File: src/rtl/can_af_pkg.sv
package can_af_pkg;
  localparam int ID_W  = 29;
  localparam int STD_W = 11;
  localparam int DLC_W = 4;
  localparam int LOW_W = ID_W - STD_W;

  // bits that a standard-format frame compares
  localparam logic [ID_W-1:0] STD_RANGE = {{STD_W{1'b1}}, {LOW_W{1'b0}}};

  typedef struct packed {
    logic            en;
    logic            tx;
    logic            ext;
    logic            mask_ext;
    logic            use_mask;
    logic            remote_en;
    logic [ID_W-1:0] id;
    logic [ID_W-1:0] mask;
  } obj_t;

  typedef struct packed {
    logic [ID_W-1:0]  id;
    logic             ext;
    logic             rtr;
    logic [DLC_W-1:0] dlc;
  } hdr_t;
endpackage

File: src/rtl/can_af_obj_sel.sv
module can_af_obj_sel
  import can_af_pkg::*;
#(
  parameter int NUM_OBJ = 8,
  parameter int IDX_W   = 3
) (
  input  logic [IDX_W-1:0]        sel,
  input  logic [NUM_OBJ-1:0]      obj_en,
  input  logic [NUM_OBJ-1:0]      obj_tx,
  input  logic [NUM_OBJ-1:0]      obj_ext,
  input  logic [NUM_OBJ*ID_W-1:0] obj_id,
  input  logic [NUM_OBJ*ID_W-1:0] obj_mask,
  input  logic [NUM_OBJ-1:0]      obj_mask_ext,
  input  logic [NUM_OBJ-1:0]      obj_use_mask,
  input  logic [NUM_OBJ-1:0]      obj_remote_en,
  output obj_t                    obj
);
  obj_t bank [NUM_OBJ];

  for (genvar i = 0; i < NUM_OBJ; i++) begin : g_unpack
    assign bank[i].en        = obj_en[i];
    assign bank[i].tx        = obj_tx[i];
    assign bank[i].ext       = obj_ext[i];
    assign bank[i].mask_ext  = obj_mask_ext[i];
    assign bank[i].use_mask  = obj_use_mask[i];
    assign bank[i].remote_en = obj_remote_en[i];
    assign bank[i].id        = obj_id[i*ID_W +: ID_W];
    assign bank[i].mask      = obj_mask[i*ID_W +: ID_W];
  end

  assign obj = bank[sel];
endmodule

File: src/rtl/can_af_obj_cmp.sv
module can_af_obj_cmp
  import can_af_pkg::*;
(
  input  hdr_t            hdr,
  input  obj_t            obj,
  output logic            hit,
  output logic            set_tx,
  output logic [ID_W-1:0] wb_id
);
  logic [ID_W-1:0] care;
  logic [ID_W-1:0] span;
  logic [ID_W-1:0] merged;
  logic            id_ok;
  logic            fmt_ok;
  logic            dir_ok;

  always_comb begin
    care   = obj.use_mask ? obj.mask : '1;
    span   = hdr.ext ? '1 : STD_RANGE;
    id_ok  = ((hdr.id ^ obj.id) & care & span) == '0;
    fmt_ok = (obj.use_mask && !obj.mask_ext) || (hdr.ext == obj.ext);
    // direction always takes part: data -> receive objects only,
    // remote -> answering transmit objects or masked receive objects
    if (hdr.rtr) dir_ok = obj.tx ? obj.remote_en : obj.use_mask;
    else         dir_ok = !obj.tx;
    hit    = obj.en && id_ok && fmt_ok && dir_ok;
    set_tx = hit && hdr.rtr && obj.tx;
    merged = (obj.id & care) | (hdr.id & ~care);
    wb_id  = merged & span;
  end
endmodule

File: src/rtl/can_accept_filter.sv
module can_accept_filter
  import can_af_pkg::*;
#(
  parameter int NUM_OBJ = 8,
  localparam int IDX_W  = (NUM_OBJ > 1) ? $clog2(NUM_OBJ) : 1
) (
  input  logic                    clk,
  input  logic                    rst_n,
  input  logic                    rx_valid,
  output logic                    rx_ready,
  input  logic [ID_W-1:0]         rx_id,
  input  logic                    rx_ext,
  input  logic                    rx_rtr,
  input  logic [DLC_W-1:0]        rx_dlc,
  input  logic [NUM_OBJ-1:0]      obj_en,
  input  logic [NUM_OBJ-1:0]      obj_tx,
  input  logic [NUM_OBJ-1:0]      obj_ext,
  input  logic [NUM_OBJ*ID_W-1:0] obj_id,
  input  logic [NUM_OBJ*ID_W-1:0] obj_mask,
  input  logic [NUM_OBJ-1:0]      obj_mask_ext,
  input  logic [NUM_OBJ-1:0]      obj_use_mask,
  input  logic [NUM_OBJ-1:0]      obj_remote_en,
  output logic                    done,
  output logic                    hit,
  output logic [IDX_W-1:0]        hit_idx,
  output logic [ID_W-1:0]         wb_id,
  output logic                    wb_ext,
  output logic [DLC_W-1:0]        wb_dlc,
  output logic                    wb_data,
  output logic                    set_tx_req
);
  localparam logic [IDX_W-1:0] LAST_IDX = IDX_W'(NUM_OBJ - 1);

  typedef enum logic {S_IDLE, S_SCAN} state_e;

  state_e          state;
  logic [IDX_W-1:0] idx;
  hdr_t            hdr_q;
  obj_t            cur_obj;
  logic            cur_hit;
  logic            cur_tx;
  logic [ID_W-1:0] cur_wb;
  logic            finish;

  assign rx_ready = (state == S_IDLE);
  assign finish   = (state == S_SCAN) && (cur_hit || idx == LAST_IDX);

  can_af_obj_sel #(.NUM_OBJ(NUM_OBJ), .IDX_W(IDX_W)) u_sel (
    .sel          (idx),
    .obj_en       (obj_en),
    .obj_tx       (obj_tx),
    .obj_ext      (obj_ext),
    .obj_id       (obj_id),
    .obj_mask     (obj_mask),
    .obj_mask_ext (obj_mask_ext),
    .obj_use_mask (obj_use_mask),
    .obj_remote_en(obj_remote_en),
    .obj          (cur_obj)
  );

  can_af_obj_cmp u_cmp (
    .hdr   (hdr_q),
    .obj   (cur_obj),
    .hit   (cur_hit),
    .set_tx(cur_tx),
    .wb_id (cur_wb)
  );

  // scan sequencer: one object per cycle, stop at first hit or last object
  always_ff @(posedge clk or negedge rst_n) begin
    if (!rst_n) begin
      state <= S_IDLE;
      idx   <= '0;
      hdr_q <= '0;
    end else begin
      case (state)
        S_IDLE: if (rx_valid) begin
          state <= S_SCAN;
          idx   <= '0;
          hdr_q <= '{id: rx_id, ext: rx_ext, rtr: rx_rtr, dlc: rx_dlc};
        end
        S_SCAN: begin
          if (finish) state <= S_IDLE;
          else        idx   <= idx + 1'b1;
        end
        default: state <= S_IDLE;
      endcase
    end
  end

  // result registers, loaded once per scan
  always_ff @(posedge clk or negedge rst_n) begin
    if (!rst_n) begin
      done       <= 1'b0;
      hit        <= 1'b0;
      hit_idx    <= '0;
      wb_id      <= '0;
      wb_ext     <= 1'b0;
      wb_dlc     <= '0;
      wb_data    <= 1'b0;
      set_tx_req <= 1'b0;
    end else begin
      done <= finish;
      if (finish) begin
        hit        <= cur_hit;
        hit_idx    <= cur_hit ? idx : '0;
        wb_id      <= cur_hit ? cur_wb : '0;
        wb_ext     <= cur_hit && hdr_q.ext;
        wb_dlc     <= cur_hit ? hdr_q.dlc : '0;
        wb_data    <= cur_hit && !hdr_q.rtr;
        set_tx_req <= cur_tx;
      end
    end
  end

  p_busy_after_accept_r10: assert property (@(posedge clk) disable iff (!rst_n)
    rx_valid && rx_ready |=> !rx_ready);

  p_done_single_r10: assert property (@(posedge clk) disable iff (!rst_n)
    done |=> !done);

  p_result_hold_r10: assert property (@(posedge clk) disable iff (!rst_n)
    !done |-> $stable(hit) && $stable(hit_idx) && $stable(set_tx_req));

  p_std_low_zero_r2: assert property (@(posedge clk) disable iff (!rst_n)
    done && hit && !wb_ext |-> wb_id[LOW_W-1:0] == '0);

  p_txreq_remote_r7: assert property (@(posedge clk) disable iff (!rst_n)
    set_tx_req |-> hit && !wb_data);

  p_miss_quiet_r9: assert property (@(posedge clk) disable iff (!rst_n)
    done && !hit |-> !set_tx_req && !wb_data && wb_id == '0 && hit_idx == '0);
endmodule

File: config.mk
export PLATFORM = sky130hd
export DESIGN_NAME = can_accept_filter
export DESIGN_NICKNAME = d
export VERILOG_FILES = /design/src/rtl/can_af_pkg.sv /design/src/rtl/can_af_obj_sel.sv /design/src/rtl/can_af_obj_cmp.sv /design/src/rtl/can_accept_filter.sv
export SDC_FILE = /design/constraint.sdc
export NUM_CORES = 1
export LEC_CHECK = 0
export BUFFER_PORTS_ARGS = -buffer_cell sky130_fd_sc_hd__buf_2
export CORE_AREA = 3 3 227 229
export CTS_CLUSTER_SIZE = 20
export DETAILED_ROUTE_END_ITERATION = 10
export DIE_AREA = 0 0 230 232
export HOLD_SLACK_MARGIN = 0.08
export SYNTH_ARGS = -nofsm -noshare
export SYNTH_HDL_FRONTEND = slang
export SYNTH_SLANG_ARGS = --single-unit
File: constraint.sdc
create_clock -name clk -period 4.9 [get_ports clk]
set_input_delay 0.245 -clock clk [delete_from_list [all_inputs] [get_ports clk]]
set_output_delay 0.245 -clock clk [all_outputs]
set_load 0.01 [all_outputs]
* Word-level counts from Yosys, hierarchy flattened
Index checks and enable logic that the tools add are counted.
** Operators by class
- $add $sub $neg :: 1
- Magnitude comparators :: 1
- Equal/unequal tests :: 4
- Multiplexer cells :: 16
- Bitwise gates (word level) :: 10
- Reduce and logical (&&, ||, !) cells :: 17
** Operators by type and width (count)
- 64-bit binary-select mux with 3-bit select :: 1
- 29-bit bitwise AND :: 5
- 64-bit 2-to-1 mux :: 2
- 29-bit 2-to-1 mux :: 2
- 29-bit logical NOT :: 1
- 29-bit NOT :: 1
- 29-bit OR :: 1
- 29-bit XOR :: 1
- 18-bit 2-to-1 mux :: 1
- 1-bit logical AND :: 9
- 3-bit 2-to-1 mux :: 3
- 3-bit one-hot mux with 2 select lines :: 1
- 4-bit greater-or-equal comparator (second input constant) :: 1
- 1-bit 2-to-1 mux :: 4
- 4-bit 2-to-1 mux :: 1
- 2-bit inequality test (second input constant) :: 2
- 3-bit NOT with 4-bit output :: 1
- 2-bit AND reduction :: 2
- 3-bit by 1-bit adder with 3-bit output (second input constant) :: 1
- 3-bit equality test (second input constant) :: 1
- 1-bit logical NOT :: 3
- 1-bit logical OR :: 2
- 1-bit one-hot mux with 2 select lines :: 1
- 1-bit equality test :: 1
- 1-bit NOT :: 1
** Storage, ports and cells
- Bits in registers :: 80
- Bits of input ports :: 550

* Depth between registers and ports, before layout
Gate-level depths: netlist of the first run.
- Word-level depth :: 15
- Gate-level depth with buffers :: 15
- Gate-level depth less buffers :: 9

* Hierarchy
Synthesis of the first run repeated with hierarchy kept, for this count alone.
** Second synthesis, totals
- Cell total of the unflattened synthesis :: 587
- Area total of the unflattened synthesis :: 7996.4 um^2
** By module, submodules not included
- can_af_obj_sel :: times used 1, cells an instance 227, area an instance 3832.4 um^2, seq. area each 0.0 um^2
- can_accept_filter :: times used 1, cells an instance 189, area an instance 3129.3 um^2, seq. area each 2001.9 um^2
- can_af_obj_cmp :: times used 1, cells an instance 171, area an instance 1034.7 um^2, seq. area each 0.0 um^2

* Least setup slack after synthesis of the first run
No wires, ideal clock.
- Path type :: reg2reg
- Start :: register idx[0]
- End :: register wb_id[1]
- Library setup time :: 127 ps
- Arrival time :: 3439 ps
- Path slack :: 1334 ps
- Stages on the path, launching flop included :: 14
- Buffers on the path :: 6
- Path through :: dfrtp_1 -> buf_4 -> buf_6 -> buf_6 -> buf_6 -> buf_2 -> mux4_2 -> o31ai_1 -> o22ai_1 -> nor4_1 -> a41oi_1 -> nor3_2 -> buf_4 -> mux2_1
** Between the ends
- Cells in the longest elaborated chain, start to end :: 13
- Elaborated cells on any way between the ends :: 28
** RTL lines
- start: declaration :: RTL line can_accept_filter.sv:37 : logic [IDX_W-1:0] idx;
- start signal: assignment :: RTL line can_accept_filter.sv:84 : else idx <= idx + 1'b1;
- 3-bit NOT with 4-bit output (not written as such) :: RTL line can_af_obj_sel.sv:31 : assign obj = bank[sel];
- 64-bit binary-select mux with 3-bit select :: RTL line can_af_obj_sel.sv:31
- 64-bit 2-to-1 mux (not written as such) (2 in series) :: RTL line can_af_obj_sel.sv:31
- 29-bit XOR or 29-bit 2-to-1 mux (tied branches) :: RTL line can_af_obj_cmp.sv:20, can_af_obj_cmp.sv:18
- 29-bit bitwise AND (2 in series) :: RTL line can_af_obj_cmp.sv:20 : id_ok = ((hdr.id ^ obj.id) & care & span) == '0;
- 29-bit logical NOT :: RTL line can_af_obj_cmp.sv:20
- 1-bit logical AND (3 in series) :: RTL line can_af_obj_cmp.sv:26 : hit = obj.en && id_ok && fmt_ok && dir_ok;
- 1-bit logical OR :: RTL line can_accept_filter.sv:46 : assign finish = (state == S_SCAN) && (cur_hit || idx == LAST_IDX);
- 1-bit logical AND :: RTL line can_accept_filter.sv:46
- end signal: assignment :: RTL line can_accept_filter.sv:107 : wb_id <= cur_hit ? cur_wb : '0;
- end: declaration :: RTL line can_accept_filter.sv:26 : output logic [ID_W-1:0] wb_id,
Parallel ways exist; a longest one is shown, timed or not. The select of a mux whose other input is x is not followed.
A chain may end at the register's enable or synchronous reset.

* Final worst setup path of the first run
- Start :: register idx[0]
- End :: register wb_id[22]
The elaborated chain is that of the path after synthesis.

==> impl_metrics.csv, run 1 <==
group,metric,value,unit
worst_setup_path,cp_top_family,"compound AO/OA/AOI/OAI gates",
worst_setup_path,crit_path_cell_trace,"buf_12, buf_12, mux4_2, o31ai_1, o22ai_1, nor4_2, buf_4, a41o_1, o211ai_1, buf_4, a22o_1",
route,firstDrtPassIters,4,
yosys,syn-cell-area,7881,sq um
floorplanning,fp-row-count,82,
timing,period_needed,4.461,ns
global_route,gr-total-overflow,0,
yosys,synth_top_area_frac,0.3229,
yosys,synth_cell_types,48,
placed_design,pre_cts_slack,0.02265,ns
floorplanning,fp.dieArea,53360,sq um
timing,tns,0,ns
global_route,grt_max_degree,81,
timing,tightest_slew,1.109,ns
route,wire_per_inst,24.81,um
yosys,yosys_most_used_dff,"dfrtp_1",
clock_network,cts_tree,"done",
route,vias,8884,
power,p_per_area,554.5,nW/um^2
cells_and_area,fin_nets,1834,
clock_network,clock-root-buffer,"clkbuf_16",
yosys,yosys_warnings,0,
timing,maxSlewViolCount,0,
power,seqPwrFrac,0.190,
worst_setup_path,critPathBufInv,4,
power,p_clk_frac,0.117,
yosys,synth_top_cell_by_area,"mux4_2",
yosys,synth_edf_count,0,
timing,fmax,224.2,MHz
cells_and_area,layout_commonest_cell,"buf_2",
clock_network,clock-sinks,80,
power,p_int,3533,uW
floorplanning,die_h,232,um
yosys,synth_nets,1259,
global_route,grt_pass1_wl,67330,um
power,power,6696,uW
power,ir_drop,0.1977,mV
cells_and_area,ff_latch_area,2013,sq um
clock_network,cts_max_level,3,
floorplanning,die_w,230,um
power,switching_share,0.4724,
worst_setup_path,path_class,"reg2reg",
clock_network,clk-insertion-delay-late,0.34,ns
yosys,seq_area_frac_synth,0.2540,
worst_setup_path,cp_slowest_cell,"dfrtp_4",
global_route,antenna_found_initial,24,
timing,finalHoldViolCount,0,
worst_setup_path,cp_slowest_stage_delay,0.71,ns
timing,relSlewSlack,0.2609,
clock_network,clkTransAtPathRegs,0.06,ns
flow_run,drv_cap,0,
floorplanning,core,49860,sq um
clock_network,clockBufferDepth,2,
yosys,async_flop_share,1.000,
yosys,ys_seq_elements,80,
cells_and_area,drive_gt1_frac,0.5967,
timing,period_share,0.9104,
power,combPwrFrac,0.692,
floorplanning,start_util,0.1581,
clock_network,cts_inserted_buffers,9,
power,power_switching,3163,uW
global_route,grt_util_all_layers,0.1758,
worst_setup_path,critical_path_required,5.13,ns
cells_and_area,fillerInstances,5400,
min_path,hold_class,"in2async",
route,wl,48890,um
cells_and_area,area_delta_synth_final,53.21,%
worst_setup_path,arrival,4.69,ns
power,p_leak,0.005795,uW
placed_design,io_buffer_count,591,
timing,finalSetupViolCount,0,
worst_setup_path,crit_fanout,38,
yosys,synthTopCellsByArea,"mux4_2 (32%), dfrtp_1 (25%), mux2i_1 (9.3%)",
yosys,synth_cells,707,
worst_setup_path,critPathCaptureType,"register",
timing,rsz0062_at_grt,"no",
route,remaining_drc_errors,0,
placed_design,dp_hpwl,42700,um
placed_design,routabilityCongestion,0.9709,
route,viasPerCell,4.507,
outcome,status,"finished, final reports clean",
route,dr.first_iter.drc_count,454,
cells_and_area,final_cell_mix,"buf_2 (590), nand2_1 (142), mux4_2 (113)",
timing,clock_skew,0.008820,ns
timing,setup_ws,0.4392,ns
global_route,first_global_vias,9228,
worst_setup_path,crit_path_start_kind,"register",
yosys,syn-mean-instance-area,11.15,sq um
cells_and_area,multi_input_area,5505,sq um
floorplanning,ioPinCount,592,
route,antenna_left,0,
cell type report:
class                      count  share of cell area
clock inverter                 5            0.008600
tap                          672             0.06963
inverter                       7            0.002176
multi-input combinational    557              0.4559
clock buffer                  11             0.01927
antenna                       12            0.002487
timing repair buffer         627              0.2752
sequential                    80              0.1667
path summary, 6_finish.rpt:
path                                     from                    end  slack (ns)  depth (start not counted)
min in group clk                     rx_id[2]   hdr_q[8]$_DFFE_PN0P_        0.09                          3
max                        idx[0]$_DFFE_PN0P_  wb_id[22]$_DFFE_PN0P_        0.44                         11
max in group asynchronous               rst_n     idx[2]$_DFFE_PN0P_        3.99                          1
min reg2reg                   hit$_DFFE_PN0P_        hit$_DFFE_PN0P_        0.48                          1
max reg2reg                idx[0]$_DFFE_PN0P_  wb_id[22]$_DFFE_PN0P_        0.44                         11
min                                     rst_n   hdr_q[2]$_DFFE_PN0P_        0.07                          1
power by group through the flow:
stage               Clock [uW]  Sequential [uW]  Combinational [uW]
global route               838             1330                5060
global placement             0             1290                4700
CTS                        814             1290                4730
detailed placement           0             1300                4710
floorplan                    0             1050                3190
finish                     787             1280                4630
Yosys cell counts, types with 9 or more instances:
cell type,number
buf_4,10
mux2i_1,73
mux4_2,113
xor2_1,22
o21ai_0,25
and2_1,12
nand3b_1,30
o31ai_1,26
buf_1,9
dfrtp_1,80
clkbuf_1,12
a22o_1,27
nor2_1,20
buf_2,24
nand2_1,142
state kept, by name, summed over array words and instances, names as in the netlist:
| name | flops |
|---|---|
| hdr_q | 35 |
| wb_id | 29 |
| wb_dlc | 4 |
| hit_idx | 3 |
| idx | 3 |
| done | 1 |
| hit | 1 |
| set_tx_req | 1 |
| state | 1 |
| wb_data | 1 |
| wb_ext | 1 |
through the flow:
stage / hold slack, ns / cells / util / cell area (sq um)
5_1_grt: 0.09305 / 1966 / 0.2419 / 12060
2_1_floorplan: -0.05059 / 707 / - / 7881
3_5_place_dp: 0.4449 / 1939 / 0.2337 / 11650
4_1_cts: 0.08056 / 1957 / 0.2409 / 12010
6_report: 0.07070 / 1971 / 0.2422 / 12080
3_3_place_gp: 0.4444 / 1939 / 0.2337 / 11650
timing repair:
item                                    CTS  global route
endpoints found under the hold margin     2             0
hold buffers                              2             0
endpoints found under the setup margin    0            32
gates resized for setup                   0             1
setup buffers                             0             2
cells by family after synthesis:
| logic type | after synthesis | synth area share |
|---|---|---|
| AND/OR/NAND/NOR | 217 | 0.1265 |
| buffers and inverters | 70 | 0.05001 |
| adder cells (fa/ha/maj) | 2 | 0.003175 |
| flip-flops | 80 | 0.2540 |
| XOR/XNOR | 30 | 0.03334 |
| multiplexers | 195 | 0.4285 |
| AO/OA/AOI/OAI | 113 | 0.1045 |
routing by layer:
metal	up-vias	GRT usage	wire (um)
li1	3916	-	-
met1	4490	0.2406	21680
met2	411	0.2819	22690
met3	53	0.03901	3361
met4	14	0.04365	1061
met5	-	0	100
Power figures use the tool's default switching activity.
==> run 2, diff against run 1 <==
--- a/config.mk
+++ b/config.mk
@@ -6,11 +6,12 @@
 export NUM_CORES = 1
 export LEC_CHECK = 0
 export BUFFER_PORTS_ARGS = -buffer_cell sky130_fd_sc_hd__buf_2
-export CORE_AREA = 3 3 227 229
+export CORE_AREA = 3 3 229 231
 export CTS_CLUSTER_SIZE = 20
 export DETAILED_ROUTE_END_ITERATION = 10
-export DIE_AREA = 0 0 230 232
+export DIE_AREA = 0 0 232 234
 export HOLD_SLACK_MARGIN = 0.08
 export SYNTH_ARGS = -nofsm -noshare
 export SYNTH_HDL_FRONTEND = slang
+export SYNTH_HIERARCHICAL = 1
 export SYNTH_SLANG_ARGS = --single-unit
==> run 2 against run 1 <==
  * Register-to-register slack better by 0.09 ns
  * Via count is 9.7% lower
  * Sequential power is 11% lower
  * Cell area is 1.1% lower
  * Area after synthesis is 1.5% higher
  * First-iteration DRC count is 0.88% higher
  * Synthesized cell count is 17% lower
  * Clock power is 7.5% lower
  * Utilization is 0.45 points lower
  * Combinational power is 1% higher
  * Critical path type unchanged
  * Highest routed layer unchanged
==> impl_metrics.csv, run 2 <==
group,metric,value,unit
worst_setup_path,critPathCaptureType,"register",
route,viasPerCell,4.364,
timing,period_share,0.8925,
placed_design,io_buffer_count,591,
yosys,netlist_top_cells_count,"mux4_2 (128), dfrtp_1 (80), mux2_2 (75), a22o_1 (38), nand2_1 (31)",
timing,maxSlewViolCount,0,
floorplanning,fp-row-count,82,
yosys,synth_top_cell_by_area,"mux4_2",
timing,relSlewSlack,0.4017,
power,p_leak,0.005476,uW
timing,tightest_slew,0.8956,ns
worst_setup_path,r2r_slack,0.53,ns
clock_network,clockBufferDepth,2,
floorplanning,die_h,234,um
cells_and_area,reg.largest.list,"hdr_q x35, wb_id x29, wb_dlc x4",
timing,rsz0062_at_grt,"no",
timing,finalSetupViolCount,0,
floorplanning,core,50270,sq um
route,wire_per_inst,23.14,um
power,ir_drop,0.2593,mV
placed_design,dp_hpwl,36120,um
clock_network,clk-insertion-delay-late,0.36,ns
global_route,grt_util_all_layers,0.1507,
route,wl,42550,um
global_route,antenna_found_initial,18,
worst_setup_path,arrival,4.67,ns
cells_and_area,largest-register,"hdr_q",
route,antenna_left,0,
yosys,yosys_warnings,6,
yosys,ys_seq_elements,80,
route,dr.first_iter.drc_count,458,
global_route,first_global_vias,8578,
worst_setup_path,critPathBufInv,1,
worst_setup_path,cp_top_family,"simple AND/OR/NAND/NOR gates",
cells_and_area,drive_gt1_frac,0.7461,
flow_run,drv_cap,0,
worst_setup_path,critical_path_required,5.20,ns
yosys,synth_top_area_frac,0.3605,
min_path,hold_depth,2,
cells_and_area,area_delta_synth_final,49.40,%
floorplanning,die_w,232,um
placed_design,routabilityCongestion,0.9507,
clock_network,clkTransAtPathRegs,0.07,ns
min_path,hold_class,"in2reg",
yosys,syn-mean-instance-area,13.62,sq um
placed_design,dp.cells,1813,
clock_network,cts_max_level,3,
timing,period_needed,4.373,ns
clock_network,cts_inserted_buffers,9,
worst_setup_path,cp_slowest_cell,"dfrtp_4",
timing,finalHoldViolCount,0,
floorplanning,start_util,0.1591,
global_route,grt_max_degree,58,
worst_setup_path,crit_fanout,47,
floorplanning,fp.dieArea,54290,sq um
yosys,yosysMostFrequentCell,"mux4_2",
yosys,synthTopCellsByArea,"mux4_2 (36%), dfrtp_1 (25%), mux2_2 (11%)",
route,vias,8025,
cells_and_area,layout_commonest_cell,"buf_2",
clock_network,cts_tree,"done",
worst_setup_path,crit_path_cell_trace,"buf_12, mux4_2, mux2_2, nor2b_1, o22ai_1, nor3_1, a31oi_1, nor2_1, and2_4, a22o_1",
clock_network,clock-sinks,80,
worst_setup_path,crit_path_start_kind,"register",
global_route,gr-total-overflow,0,
route,firstDrtPassIters,4,
route,remaining_drc_errors,0,
yosys,synth_cell_types,42,
global_route,grt_pass1_wl,58330,um
worst_setup_path,path_class,"reg2reg",
worst_setup_path,ff2ff_path_depth,10,
timing,fmax,228.7,MHz
timing,tns,0,ns
clock_network,cts_resized,0,
floorplanning,ioPinCount,592,
cells_and_area,fin_nets,1705,
yosys,syn-cell-area,7996,sq um
yosys,synth_edf_count,0,
cells_and_area,layout.cells.non_filler,1839,
yosys,seq_area_frac_synth,0.2504,
yosys,synth_cells,587,
outcome,status,"finished, final reports clean",
worst_setup_path,cp_slowest_stage_delay,0.60,ns
yosys,yosys_most_used_dff,"dfrtp_1",
cells_and_area,largest_reg_flops,35,
cells_and_area,final_cell_mix,"buf_2 (590), mux4_2 (128), dfrtp_1 (77)",
yosys,synth_nets,1139,
yosys,async_flop_share,1.000,
timing,clock_skew,0.005024,ns
clock_network,clock-root-buffer,"clkbuf_16",
power,p_per_area,549.0,nW/um^2
worst_setup_path,cp.depth,10,
cells_and_area,fillerInstances,5335,
[run 2: changes by cell type after synthesis, sizes merged, moves of 17 or more]
cell    delta
mux2      +94
mux2i     -72
nand2    -111
nand3b    -22
nor2      -17
o31ai     -27
[run 2: repair_timing]
action | 4_1_cts | 5_1_grt
setup buffers | 0 | 0
hold buffers | 1 | 0
hold endpoints to repair | 30 | 0
[run 2: cell families (layout without fill, tap and decap cells)]
family / Yosys count / count (layout) / share of synthesized area
buffers and inverters: 61 / 632 / 0.05242
multiplexers: 232 / 232 / 0.5199
flip-flops: 80 / 80 / 0.2504
other: 0 / 9 / 0
XOR/XNOR: 30 / 30 / 0.03286
adder cells (fa/ha/maj): 2 / 2 / 0.003129
AO/OA/AOI/OAI: 105 / 105 / 0.08950
AND/OR/NAND/NOR: 77 / 77 / 0.05179
[run 2: metal layers]
metal  part of all wire  wire (um)  vias up  global-route usage
met2               0.52      22150      469              0.2782
met3              0.094       3984       61             0.04458
met4              0.025       1043       12             0.04764
met5             0.0020         83        -                   0
met1               0.36      15300     3944              0.1657
li1                   -          -     3539                   -
[run 2: layout make-up]
type                       instances  area (sq um)  area share
timing repair buffer             609          3148      0.2635
multi-input combinational        446          5590      0.4679
clock inverter                     5         62.56    0.005237
antenna                            9         22.52    0.001885
sequential                        80          2013      0.1685
inverter                           7         26.28    0.002199
tap                              672         840.8     0.07038
clock buffer                      11         242.7     0.02032
[run 2: worst register-to-register path, stage by stage, from the launching register on]
cell     delay [ns]
dfrtp_4        0.60
buf_12         0.33
mux4_2         0.63
mux2_2         0.29
nor2b_1        0.24
o22ai_1        0.15
nor3_1         0.54
a31oi_1        0.31
nor2_1         0.40
and2_4         0.57
a22o_1         0.25
[run 2: report_power, final]
part / leakage [uW] / switching (uW) / internal, uW / total [uW]
registers: 0.00103 / 247 / 898 / 1140
clock network: 0.000143 / 315 / 413 / 728
logic: 0.00430 / 2310 / 2380 / 4690
[run 2: final timing paths]
| check | from | endpoint |
|---|---|---|
| min in group asynchronous | rst_n | hdr_q[3]$_DFFE_PN0P_ |
| worst max-delay path | idx[0]$_DFFE_PN0P_ | wb_id[12]$_DFFE_PN0P_ |
| worst max register to register | idx[0]$_DFFE_PN0P_ | wb_id[12]$_DFFE_PN0P_ |
| worst min register to register | hit$_DFFE_PN0P_ | hit$_DFFE_PN0P_ |
| worst min-delay path | rx_id[4] | hdr_q[10]$_DFFE_PN0P_ |
| max in group asynchronous | rst_n | idx[2]$_DFFE_PN0P_ |
[run 2: through the flow]
| stage | hold WS (ns) | total power (uW) | instance area, sq um | util | worst slack (ns) |
|---|---|---|---|---|---|
| after detailed placement | 0.2394 | 5918 | 11610 | 0.2309 | 0.3896 |
| after global placement | 0.2282 | 5886 | 11610 | 0.2309 | 0.4116 |
| after global routing | 0.09701 | 7052 | 11930 | 0.2374 | 0.2077 |
| after floorplan | -0.05059 | 4481 | 7996 | - | 1.458 |
| after CTS | 0.08228 | 6699 | 11920 | 0.2372 | 0.3591 |
| final | 0.1139 | 6558 | 11950 | 0.2376 | 0.5269 |
